$ cat config.mk
export PLATFORM = sky130hd
export DESIGN_NAME = chan_xfer_dma
export DESIGN_NICKNAME = d
export VERILOG_FILES = /design/src/rtl/chan_xfer_pkg.sv /design/src/rtl/chan_xfer_regdec.sv /design/src/rtl/chan_xfer_channel.sv /design/src/rtl/chan_xfer_arbiter.sv /design/src/rtl/chan_xfer_dma.sv
export SDC_FILE = /design/constraint.sdc
export NUM_CORES = 1
export LEC_CHECK = 0
export BUFFER_PORTS_ARGS = -buffer_cell sky130_fd_sc_hd__buf_2
export CAP_MARGIN = 25
export CORE_AREA = 10 10 88 90
export DETAILED_ROUTE_END_ITERATION = 10
export DIE_AREA = 0 0 98 100
export PLACE_DENSITY_LB_ADDON = 0.2
export SETUP_SLACK_MARGIN = 0.05
export SYNTH_ARGS = -nofsm -noshare
export SYNTH_HDL_FRONTEND = slang
export SYNTH_SLANG_ARGS = --single-unit
$ cat constraint.sdc
create_clock -name clk -period 3.6 [get_ports clk]
set_clock_uncertainty 0.1 [all_clocks]
set_input_delay 0.36 -clock clk [delete_from_list [all_inputs] [get_ports clk]]
set_output_delay 0.36 -clock clk [all_outputs]
set_load 0.005 [all_outputs]
$ cat src/rtl/chan_xfer_pkg.sv
package chan_xfer_pkg;

    typedef enum logic [1:0] {
        CH_OFF  = 2'd0,
        CH_WAIT = 2'd1,
        CH_BUSY = 2'd2
    } ch_state_e;

    typedef enum logic [1:0] {
        ARB_IDLE = 2'd0,
        ARB_RX   = 2'd1,
        ARB_TX   = 2'd2
    } arb_state_e;

    localparam logic [1:0] SEL_RX_PTR = 2'd0;
    localparam logic [1:0] SEL_RX_CNT = 2'd1;
    localparam logic [1:0] SEL_TX_PTR = 2'd2;
    localparam logic [1:0] SEL_TX_CNT = 2'd3;

endpackage

$ cat src/rtl/chan_xfer_regdec.sv
module chan_xfer_regdec
    import chan_xfer_pkg::*;
(
    input  logic       cfg_we,
    input  logic [1:0] cfg_sel,
    output logic       rx_ptr_we,
    output logic       rx_cnt_we,
    output logic       tx_ptr_we,
    output logic       tx_cnt_we
);

    always_comb begin
        rx_ptr_we = cfg_we && (cfg_sel == SEL_RX_PTR);
        rx_cnt_we = cfg_we && (cfg_sel == SEL_RX_CNT);
        tx_ptr_we = cfg_we && (cfg_sel == SEL_TX_PTR);
        tx_cnt_we = cfg_we && (cfg_sel == SEL_TX_CNT);
    end

endmodule

$ cat src/rtl/chan_xfer_channel.sv
module chan_xfer_channel
    import chan_xfer_pkg::*;
#(
    parameter int ADDR_W = 16,
    parameter int CNT_W  = 8
) (
    input  logic              clk,
    input  logic              rst_n,
    input  logic              ptr_we,
    input  logic              cnt_we,
    input  logic [ADDR_W-1:0] wval,
    input  logic              ready,
    input  logic              enable,
    input  logic              grant,
    input  logic              done,
    output logic              want,
    output logic              busy,
    output logic              end_flag,
    output logic [ADDR_W-1:0] ptr
);

    localparam logic [CNT_W-1:0]  CNT_ONE  = CNT_W'(1);
    localparam logic [CNT_W-1:0]  CNT_ZERO = '0;
    localparam logic [ADDR_W-1:0] PTR_STEP = ADDR_W'(1);

    ch_state_e         st_q, st_d;
    logic [CNT_W-1:0]  cnt_q;
    logic [CNT_W-1:0]  new_cnt;
    logic              new_nz;
    logic              last_xfer;

    assign new_cnt   = wval[CNT_W-1:0];
    assign new_nz    = (new_cnt != CNT_ZERO);
    assign last_xfer = (cnt_q <= CNT_ONE);

    // state register
    always_ff @(posedge clk) begin
        if (!rst_n) begin
            st_q <= CH_OFF;
        end else begin
            st_q <= st_d;
        end
    end

    // next state: arm, disarm, launch, rearm, finish
    always_comb begin
        st_d = st_q;
        unique case (st_q)
            CH_OFF: begin
                if (cnt_we && new_nz) st_d = CH_WAIT;            // arm
            end
            CH_WAIT: begin
                if (grant)                    st_d = CH_BUSY;    // launch
                else if (cnt_we && !new_nz)   st_d = CH_OFF;     // disarm
            end
            CH_BUSY: begin
                if (done) begin
                    if (cnt_we)         st_d = new_nz ? CH_WAIT : CH_OFF;
                    else if (last_xfer) st_d = CH_OFF;           // finish
                    else                st_d = CH_WAIT;          // rearm
                end
            end
            default: st_d = CH_OFF;
        endcase
    end

    // datapath registers
    always_ff @(posedge clk) begin
        if (!rst_n) begin
            cnt_q    <= CNT_ZERO;
            ptr      <= '0;
            end_flag <= 1'b0;
        end else begin
            if (cnt_we)                             cnt_q <= new_cnt;
            else if (done && (cnt_q != CNT_ZERO))   cnt_q <= cnt_q - CNT_ONE;

            if (ptr_we)    ptr <= wval;
            else if (done) ptr <= ptr + PTR_STEP;

            if (cnt_we && new_nz)                        end_flag <= 1'b0;
            else if (done && !cnt_we && (cnt_q == CNT_ONE)) end_flag <= 1'b1;
        end
    end

    // outputs
    always_comb begin
        want = (st_q == CH_WAIT) && ready && enable;
        busy = (st_q == CH_BUSY);
    end

endmodule

$ cat src/rtl/chan_xfer_arbiter.sv
module chan_xfer_arbiter
    import chan_xfer_pkg::*;
(
    input  logic clk,
    input  logic rst_n,
    input  logic rx_want,
    input  logic tx_want,
    input  logic mem_ack,
    output logic rx_grant,
    output logic tx_grant,
    output logic rx_done,
    output logic tx_done,
    output logic sel_rx,
    output logic active
);

    arb_state_e st_q, st_d;

    always_ff @(posedge clk) begin
        if (!rst_n) begin
            st_q <= ARB_IDLE;
        end else begin
            st_q <= st_d;
        end
    end

    // next state: take_rx, take_tx, release
    always_comb begin
        st_d = st_q;
        unique case (st_q)
            ARB_IDLE: begin
                if (rx_want)      st_d = ARB_RX;   // take_rx (priority)
                else if (tx_want) st_d = ARB_TX;   // take_tx
            end
            ARB_RX:  if (mem_ack) st_d = ARB_IDLE; // release
            ARB_TX:  if (mem_ack) st_d = ARB_IDLE; // release
            default: st_d = ARB_IDLE;
        endcase
    end

    // outputs
    always_comb begin
        rx_grant = (st_q == ARB_IDLE) && rx_want;
        tx_grant = (st_q == ARB_IDLE) && !rx_want && tx_want;
        rx_done  = (st_q == ARB_RX) && mem_ack;
        tx_done  = (st_q == ARB_TX) && mem_ack;
        sel_rx   = (st_q == ARB_RX);
        active   = (st_q != ARB_IDLE);
    end

endmodule

$ cat src/rtl/chan_xfer_dma.sv
module chan_xfer_dma
    import chan_xfer_pkg::*;
#(
    parameter int ADDR_W = 16,
    parameter int CNT_W  = 8,
    parameter int DATA_W = 8
) (
    input  logic              clk,
    input  logic              rst_n,
    input  logic              nine_bit,
    input  logic              cfg_we,
    input  logic [1:0]        cfg_sel,
    input  logic [ADDR_W-1:0] cfg_wdata,
    input  logic              rx_ready,
    input  logic [DATA_W-1:0] rx_data,
    output logic              rx_take,
    input  logic              tx_ready,
    output logic              tx_take,
    output logic [DATA_W-1:0] tx_data,
    output logic              mem_req,
    output logic              mem_we,
    output logic [ADDR_W-1:0] mem_addr,
    output logic [DATA_W-1:0] mem_wdata,
    input  logic [DATA_W-1:0] mem_rdata,
    input  logic              mem_ack,
    output logic              end_rx,
    output logic              end_tx
);

    logic rx_ptr_we, rx_cnt_we, tx_ptr_we, tx_cnt_we;
    logic rx_want, tx_want, rx_grant, tx_grant, rx_done, tx_done;
    logic rx_busy, tx_busy, sel_rx, active;
    logic [ADDR_W-1:0] rx_ptr, tx_ptr;

    chan_xfer_regdec u_dec (
        .cfg_we    (cfg_we),
        .cfg_sel   (cfg_sel),
        .rx_ptr_we (rx_ptr_we),
        .rx_cnt_we (rx_cnt_we),
        .tx_ptr_we (tx_ptr_we),
        .tx_cnt_we (tx_cnt_we)
    );

    chan_xfer_channel #(.ADDR_W(ADDR_W), .CNT_W(CNT_W)) u_rx (
        .clk      (clk),
        .rst_n    (rst_n),
        .ptr_we   (rx_ptr_we),
        .cnt_we   (rx_cnt_we),
        .wval     (cfg_wdata),
        .ready    (rx_ready),
        .enable   (!nine_bit),
        .grant    (rx_grant),
        .done     (rx_done),
        .want     (rx_want),
        .busy     (rx_busy),
        .end_flag (end_rx),
        .ptr      (rx_ptr)
    );

    chan_xfer_channel #(.ADDR_W(ADDR_W), .CNT_W(CNT_W)) u_tx (
        .clk      (clk),
        .rst_n    (rst_n),
        .ptr_we   (tx_ptr_we),
        .cnt_we   (tx_cnt_we),
        .wval     (cfg_wdata),
        .ready    (tx_ready),
        .enable   (!nine_bit),
        .grant    (tx_grant),
        .done     (tx_done),
        .want     (tx_want),
        .busy     (tx_busy),
        .end_flag (end_tx),
        .ptr      (tx_ptr)
    );

    chan_xfer_arbiter u_arb (
        .clk      (clk),
        .rst_n    (rst_n),
        .rx_want  (rx_want),
        .tx_want  (tx_want),
        .mem_ack  (mem_ack),
        .rx_grant (rx_grant),
        .tx_grant (tx_grant),
        .rx_done  (rx_done),
        .tx_done  (tx_done),
        .sel_rx   (sel_rx),
        .active   (active)
    );

    always_comb begin
        mem_req   = active;
        mem_we    = sel_rx;
        mem_addr  = sel_rx ? rx_ptr : tx_ptr;
        mem_wdata = sel_rx ? rx_data : '0;
        tx_data   = mem_rdata;
        rx_take   = rx_done;
        tx_take   = tx_done;
    end

endmodule

==> results of run 1 <==
cell usage in the layout, fill, tap and decap left out, types with 3 or more instances in the layout:
cell type	netlist	layout
nor2_1	27	27
mux2_2	13	13
a311oi_1	4	4
a31oi_1	10	10
nand4b_1	3	3
or4_1	5	5
buf_4	9	3
nor4_1	10	10
or3_1	7	7
ha_1	11	11
o21ai_0	45	45
nor3_1	10	10
buf_2	1	62
xnor2_1	24	24
nand2_1	22	22
a21oi_1	31	31
nand3_1	11	11
dfxtp_1	56	56
nand3b_1	4	4
clkbuf_8	0	5
inv_1	16	16
nand4_1	11	11
a211oi_1	12	12
xor2_1	6	6
and2_1	9	9
layout make-up:
type	instances	area, µm²
clock buffers	5	68.8
inverters	17	63.8
clock inverters	3	22.5
multi-input cells	317	2110
flip-flops and latches	56	1120
well taps	77	96.3
fillers	546	2320
repair buffers	65	333
cells by family after synthesis:
logic type | Yosys count | synth area share
AOI/OAI and AO/OA | 124 | 0.222
buffers and inverters | 46 | 0.0604
DFF | 56 | 0.326
adders and majority gates | 11 | 0.0400
muxes | 13 | 0.0426
and+or+nand+nor | 139 | 0.233
xor gates and xnor gates | 30 | 0.0764
path summary, 6_finish.rpt:
path	slack (ps)	cells past startpoint	startpoint	endpoint
hold reg to reg	390	2	u_rx.end_flag	u_rx.end_flag
setup reg to reg	1410	8	u_arb.st_q[1]	u_rx.st_q[0]
setup / recovery	1280	6	u_arb.st_q[1]	rx_take
hold / removal	250	3	cfg_wdata[9]	u_tx.ptr[9]
stage by stage:
step / area, µm² / power (mW) / hold WS, ps / setup WS (ps) / utilization
final: 3810 / 1.24 / 255 / 1280 / 0.622
after global routing: 3810 / 1.29 / 274 / 1140 / 0.622
after CTS: 3810 / 1.24 / 256 / 1270 / 0.622
after detailed placement: 3720 / 0.888 / 383 / 1440 / 0.607
after global placement: 3720 / 0.884 / 360 / 1500 / 0.607
after floorplan: 3440 / 0.820 / 366 / 1650 / -
sequential cells by signal (all words and copies together) (netlist names):
name,flops
u_arb.st_q,2
u_rx.cnt_q,8
u_rx.end_flag,1
u_rx.ptr,16
u_rx.st_q,2
u_tx.cnt_q,8
u_tx.end_flag,1
u_tx.ptr,16
u_tx.st_q,2
critical path, stage by stage (launching register included):
cell and delay (ps):
dfxtp_1 370, inv_1 70, ha_1 250, buf_4 250, nand2_1 130, clkinv_1 250
buf_2 230
where the power goes:
| group | switching (mW) | internal, mW | leakage [nW] | total, mW |
|---|---|---|---|---|
| registers | 0.0373 | 0.650 | 0.458 | 0.687 |
| logic | 0.107 | 0.0821 | 0.917 | 0.189 |
| clock network | 0.221 | 0.140 | 0.0485 | 0.361 |
routing by layer:
layer	part of all wire	global-route usage
met5	0	0
met1	0.43	0.226
met3	0.087	0.0632
met4	0.024	0.0749
met2	0.46	0.302
==> results_dict.tcl, run 1 <==
set metrics [dict create \
    status "finished, final reports clean" \
    synth_most_common_cell "dfxtp_1" \
    start_util 0.561 \
    num_vias 3328 \
    clk_path_buf_depth 2 \
    fin_crit_ps 2320 \
    setup_viol 0 \
    ys_seq_elements 56 \
    drtIter0Drc 160 \
    start_kind "register" \
    synth-seq-area-share 0.326 \
    fin_tns_setup_ps 0 \
    drive_gt1_frac 0.205 \
    slew_headroom 0.456 \
    syn_area_um2 3440 \
    p_leak_nw 1.42 \
    postSynthCellCount 419 \
    grt_max_degree 37 \
    grt_pass1_vias 3230 \
    grtUsageTotal 0.188 \
    period_share 0.644 \
    peakVddDrop_v 0.000167 \
    crit_arrival_ps 1860 \
    syn2layout_area_growth_pct 11.0 \
    required_ps 3140 \
    grt.overflow.total 0 \
    synth.area.top_cells "dfxtp_1 33%, o21ai_0 6.6%, xnor2_1 6.1%" \
    drc_errors 0 \
    dp_cells 532 \
    antenna_found_initial 0 \
    fp-row-count 29 \
    pwr_density_cell_nw_per_um2 324 \
    rsz0062_at_grt "false" \
    ys_types 59 \
    ctsHoldBuffers 0 \
    synthTopCellsByCount "56 x dfxtp_1, 45 x o21ai_0, 31 x a21oi_1" \
    ys_async_sr_fraction 0 \
    grt_pass1_wl_mm 15.5 \
    ctsRootBufferMaster "clkbuf_8" \
    dieHeight_um 100 \
    die_w_um 98 \
    clkLatencyLatePin_ps 320 \
    htreeDepth 2 \
    critPathMaxFanout 29 \
    fmax_ghz 0.431 \
    dr.pass1.iters 5 \
    min_path_type "in2reg" \
    synthesis.area_per_instance_um2 8.21 \
    nNetsFinal 514 \
    yosysTopAreaCell "dfxtp_1" \
    postCtsSetupBuffers 0 \
    portBuffers 62 \
    finalMaxSlewViolations 0 \
    drt-vias-per-instance 6.16 \
    n_antenna_cell 0 \
    cts_num_sinks 56 \
    cts_resized 0 \
    coreArea_um2 6130 \
    path_clk_slew_ps 110 \
    drt_wl_total_mm 9.47 \
    layout.cells.non_filler 540 \
    synth_flop_cell "dfxtp_1" \
    endpoint_kind "primary output" \
    hold_viol_final 0 \
    ant_nets 0 \
    critical_path_class "reg2out" \
    die_area_um2 9800 \
    wire_per_inst_um 17.5 \
    cts_tree "done" \
    maxCapViolCount 0 \
    ios 79 \
    numCtsBuffers 5 \
    gp_congestion 0.902 \
    syn_nets 471 \
    worstMarginPinSlew_ps 816 \
    yosysWarnings 0 \
    synth-edff-count 0 \
    place_hpwl_mm 7.07 \
    synth_top_area_share 0.326 \
]
Note: power is estimated with default switching activity, not from simulation.
==> inputs of run 2 (changes only) <==
Settings changed: CORE_AREA 10 10 88 90 to 10 10 91 93, DIE_AREA 0 0 98 100 to 0 0 101 103.
Clock period 3.6 ns to 2.35 ns, I/O delays scaled along.
==> results_dict.tcl, run 2 (synthesis gave the netlist of run 1 again) <==
set metrics [dict create \
    status "finished, final reports clean" \
    fin_crit_ps 2140 \
    routedLengthMet1_mm 4.14 \
    met3_length_um 763 \
    pwr_density_cell_nw_per_um2 498 \
    cpPeakStageDelay_ps 370 \
    maxUsedRoutingLayer "met4" \
    critPathMaxFanout 27 \
    n_fill_cell 597 \
    htreeDepth 2 \
    n_antenna_cell 0 \
    required_ps 2020 \
    numCtsBuffers 5 \
    num_vias 3315 \
    setup_ws_ps 213 \
    total_power_mw 1.92 \
    fmax_ghz 0.468 \
    hold_path_depth 3 \
    drt_wl_total_mm 9.54 \
    crit_arrival_ps 1800 \
    ant_nets 0 \
    peakVddDrop_v 0.000253 \
    top_regs "u_rx.ptr (16), u_tx.ptr (16)" \
    clkLatencyLatePin_ps 310 \
    p_leak_nw 1.44 \
    crit_slowest_cell "mux2_2" \
    finalMaxSlewViolations 0 \
    path_clk_slew_ps 110 \
    crit_chain "inv_1, ha_1, buf_6, mux2_2, buf_2" \
    crit-reg2reg-capture "u_tx.ptr[15]" \
    ff2ff_setup_slack_ps 320 \
    gp_congestion 0.873 \
    place_ws_ps 342 \
    drt-vias-per-instance 6.07 \
    path_buf_inv 3 \
    hold_viol_final 0 \
    syn2layout_area_growth_pct 12.0 \
    slew_headroom 0.552 \
    fin_tns_setup_ps 0 \
    dieHeight_um 103 \
    cts_num_sinks 56 \
    grt_pass1_wl_mm 15.1 \
    rsz0062_at_grt "false" \
    portBuffers 62 \
    wl_met2_mm 4.38 \
    min_from "cfg_wdata[9]" \
    grtUsageTotal 0.178 \
    path_delay_family "buffers and inverters" \
    drive_gt1_frac 0.210 \
    ios 79 \
    start_util 0.523 \
    ctsHoldBuffers 0 \
    cts_tree "done" \
    fp-row-count 30 \
    utilization 0.586 \
    finalHoldWorstSlack_ps 131 \
    min_path_type "in2reg" \
    maxCapViolCount 0 \
    worstMarginPinSlew_ps 663 \
    ctsRootBufferMaster "clkbuf_8" \
    die_w_um 101 \
    start_kind "register" \
    drtIter0Drc 175 \
    final_common_cell "buf_2" \
    startpoint "u_arb.st_q[1]" \
    setup_viol 0 \
    nNetsFinal 517 \
    period_share 0.909 \
    final_cell_mix "62 x buf_2, 56 x dfxtp_1, 45 x o21ai_0" \
    whs_endpoint "u_rx.ptr[9]" \
    drc_errors 0 \
    critical_path_class "reg2out" \
    clk_path_buf_depth 2 \
    coreArea_um2 6570 \
    r2r_cells 6 \
    grt.overflow.total 0 \
    worstReg2RegStart "u_arb.st_q[0]" \
    place_hpwl_mm 7.00 \
    endpoint_kind "primary output" \
    grt_max_degree 36 \
    dr.pass1.iters 4 \
    wire_per_inst_um 17.5 \
    grt_pass1_vias 3148 \
    antenna_found_initial 0 \
    die_area_um2 10400 \
]
[run 2: metal layers]
layer	track usage	vias up
li1	-	1632
met1	0.214	1546
met2	0.299	117
met3	0.0462	20
met4	0.0675	0
met5	0	-
[run 2: report_power, final]
part	leakage (nW)	switching (mW)	internal, mW
registers	0.458	0.0567	0.995
clock network	0.0516	0.331	0.242
logic	0.931	0.163	0.128
[run 2: layout make-up]
| class | instances | area, µm² | area share |
|---|---|---|---|
| clock buffer | 6 | 82.6 | 0.0214 |
| sequential | 56 | 1120 | 0.291 |
| inverter | 17 | 63.8 | 0.0166 |
| multi-input combinational | 317 | 2110 | 0.548 |
| tap | 80 | 100 | 0.0260 |
| clock inverter | 2 | 13.8 | 0.00357 |
| timing repair buffer | 68 | 359 | 0.0933 |
[run 2: worst max-delay path by stage]
stage | to | cells past startpoint
floorplan | u_tx.ptr[15] | 6
global placement | u_tx.ptr[15] | 6
detailed placement | u_tx.ptr[15] | 6
CTS | mem_addr[1] | 5
global route | mem_addr[1] | 5
finish | mem_addr[7] | 5
[run 2: worst register-to-register path: stages, from the launching register on]
cell	delay, ps
dfxtp_1	340
inv_1	90
ha_1	290
nand4_1	220
or3_4	390
or4_1	400
a31oi_1	160
[run 2: through the flow]
step | area [µm²] | instances
6_report | 3850 | 546
5_1_grt | 3850 | 546
3_3_place_gp | 3750 | 538
3_5_place_dp | 3750 | 538
2_1_floorplan | 3440 | 419
4_1_cts | 3850 | 546
[run 2: timing repair]
| action | CTS | global route |
|---|---|---|
| endpoints found under the setup margin | 0 | 7 |
| gates resized for setup | 0 | 1 |
| buffers inserted | 0 | 0 |
| endpoints found under the hold margin | 0 | 0 |
==> inputs of run 3 (changes only) <==
Settings changed: ABC_AREA set to 1, CORE_AREA 10 10 91 93 to 2 2 88 90, DIE_AREA 0 0 101 103 to 0 0 90 92, PLACE_DENSITY set to 0.9, PLACE_DENSITY_LB_ADDON 0.2 to not set.
==> results_dict.tcl, run 3 <==
set metrics [dict create \
    synth-edff-count 0 \
    critical_path_class "reg2out" \
    finalMaxSlewViolations 0 \
    synth_top_area_share 0.281 \
    status "finished, final reports clean" \
    dieHeight_um 92 \
    setup_viol 0 \
    min_path_type "in2reg" \
    dr.pass1.iters 5 \
    peakVddDrop_v 0.000264 \
    numCtsBuffers 5 \
    grt.met1_usage 0.325 \
    nNetsFinal 766 \
    num_vias 4458 \
    synth.area.top_cells "dfxtp_1 28%, nand2_1 18%, inv_1 10%" \
    top_regs "u_rx.ptr (16), u_tx.ptr (16)" \
    drt_wl_total_mm 11.0 \
    postSynthCellCount 663 \
    synth_most_common_cell "nand2_1" \
    rsz0062_at_grt "false" \
    postCtsSetupBuffers 0 \
    ff_latch_area_um2 1120 \
    ys_types 30 \
    grt_busiest_layer "met2" \
    required_ps 2020 \
    endpoint_kind "primary output" \
    ys_async_sr_fraction 0 \
    crit_arrival_ps 1810 \
    total_power_mw 2.07 \
    ctsRootBufferMaster "clkbuf_8" \
    htreeDepth 2 \
    drc_errors 0 \
    fmax_ghz 0.467 \
    syn2layout_area_growth_pct 11.8 \
    cts_tree "done" \
    ys_seq_elements 56 \
    multi_input_area_um2 2310 \
    yosysTopAreaCell "dfxtp_1" \
    antenna_found_initial 0 \
    gp_congestion 0.935 \
    start_util 0.535 \
    drtIter0Drc 427 \
    ant_nets 0 \
    slew_headroom 0.613 \
    final_common_cell "nand2_1" \
    fp-row-count 32 \
    grt_max_degree 40 \
    final_cell_mix "196 x nand2_1, 106 x inv_1, 62 x buf_2" \
    synth-seq-area-share 0.281 \
    portBuffers 62 \
    fin_crit_ps 2140 \
    maxCapViolCount 0 \
    wire_per_inst_um 13.5 \
    syn_area_um2 3990 \
    n_fill_cell 709 \
    synthesis.area_per_instance_um2 6.01 \
    path_clk_slew_ps 110 \
    hold_viol_final 0 \
    cts_resized 0 \
    start_kind "register" \
    grtUsageTotal 0.262 \
    fin_tns_setup_ps 0 \
    place_hpwl_mm 8.39 \
    cts_num_sinks 56 \
    worstMarginPinSlew_ps 580 \
    clkLatencyLatePin_ps 330 \
    met3_usage 0.0551 \
    use_met2 0.449 \
    drt-vias-per-instance 5.46 \
    grt_pass1_wl_mm 18.0 \
    die_w_um 90 \
    n_antenna_cell 0 \
    yosysWarnings 0 \
    synthTopCellsByCount "196 x nand2_1, 106 x inv_1, 58 x nor2_1" \
    synth_flop_cell "dfxtp_1" \
    ios 79 \
    syn_nets 715 \
    critPathMaxFanout 39 \
    drive_gt1_frac 0.137 \
    pwr_density_cell_nw_per_um2 464 \
    ctsHoldBuffers 0 \
    clk_path_buf_depth 2 \
    coreArea_um2 7450 \
    period_share 0.911 \
    p_leak_nw 2.16 \
    grt.overflow.total 0 \
    die_area_um2 8280 \
    grt_pass1_vias 4109 \
]
run 3: cell types whose count changed in the layout (fill, tap and decap cells not counted), moves of 10 or more:
cell,previous run,this run
nand2_1,22,196
xnor2_1,24,1
a211oi_1,12,0
nor4_1,10,0
nand3_1,11,45
inv_1,16,106
xor2_1,6,18
o22ai_1,0,10
mux2_2,13,2
nor2_1,27,58
run 3: through the flow:
stage | hold WS, ps | cell area, µm² | utilization | instances | setup WS (ps)
after detailed placement | 370 | 4350 | 0.584 | 809 | 436
final | 92.2 | 4460 | 0.598 | 817 | 210
after CTS | 91.3 | 4460 | 0.598 | 817 | 212
after floorplan | 302 | 3990 | - | 663 | 738
after global routing | 98.6 | 4460 | 0.598 | 817 | 135
after global placement | 349 | 4350 | 0.584 | 809 | 517
run 3: per-layer routing:
layer,vias up,part of all wire,wire length [µm]
met5,-,0,0
met1,1984,0.42,4690
li1,2185,-,-
met3,37,0.094,1040
met4,0,0.028,310
met2,252,0.45,5000
run 3: path summary, 6_finish.rpt:
path,startpoint,depth (start not counted),endpoint,slack (ps)
worst max-delay path,u_arb.st_q[1],5,mem_addr[4],210
worst min-delay path,cfg_wdata[0],3,u_tx.cnt_q[0],90
worst max register to register,u_arb.st_q[1],10,u_rx.ptr[9],380
worst min register to register,u_rx.cnt_q[7],2,u_rx.cnt_q[7],390
run 3: critical path, stage by stage, from the launching register on:
cell,delay (ps)
dfxtp_1,350
inv_1,90
ha_1,170
buf_4,340
mux2_2,390
buf_2,130
run 3: kinds of logic after synthesis:
family,synth area share
muxes,0.00565
and+or+nand+nor,0.351
buffers and inverters,0.138
xor gates and xnor gates,0.0418
adders and majority gates,0.0345
DFF,0.281
AOI/OAI and AO/OA,0.148
run 3: final cells by class:
type | count | area share
Clock inverter | 2 | 0.00870
Tap cell | 102 | 0.0286
Inverter | 112 | 0.0949
Timing Repair Buffer | 67 | 0.0809
Sequential cell | 56 | 0.252
Multi-Input combinational cell | 472 | 0.519
Clock buffer | 6 | 0.0163
run 3: where the power goes:
| group | total (mW) | switching [mW] | internal [mW] |
|---|---|---|---|
| Combinational | 0.378 | 0.241 | 0.137 |
| Clock | 0.669 | 0.346 | 0.323 |
| Sequential | 1.02 | 0.0364 | 0.985 |
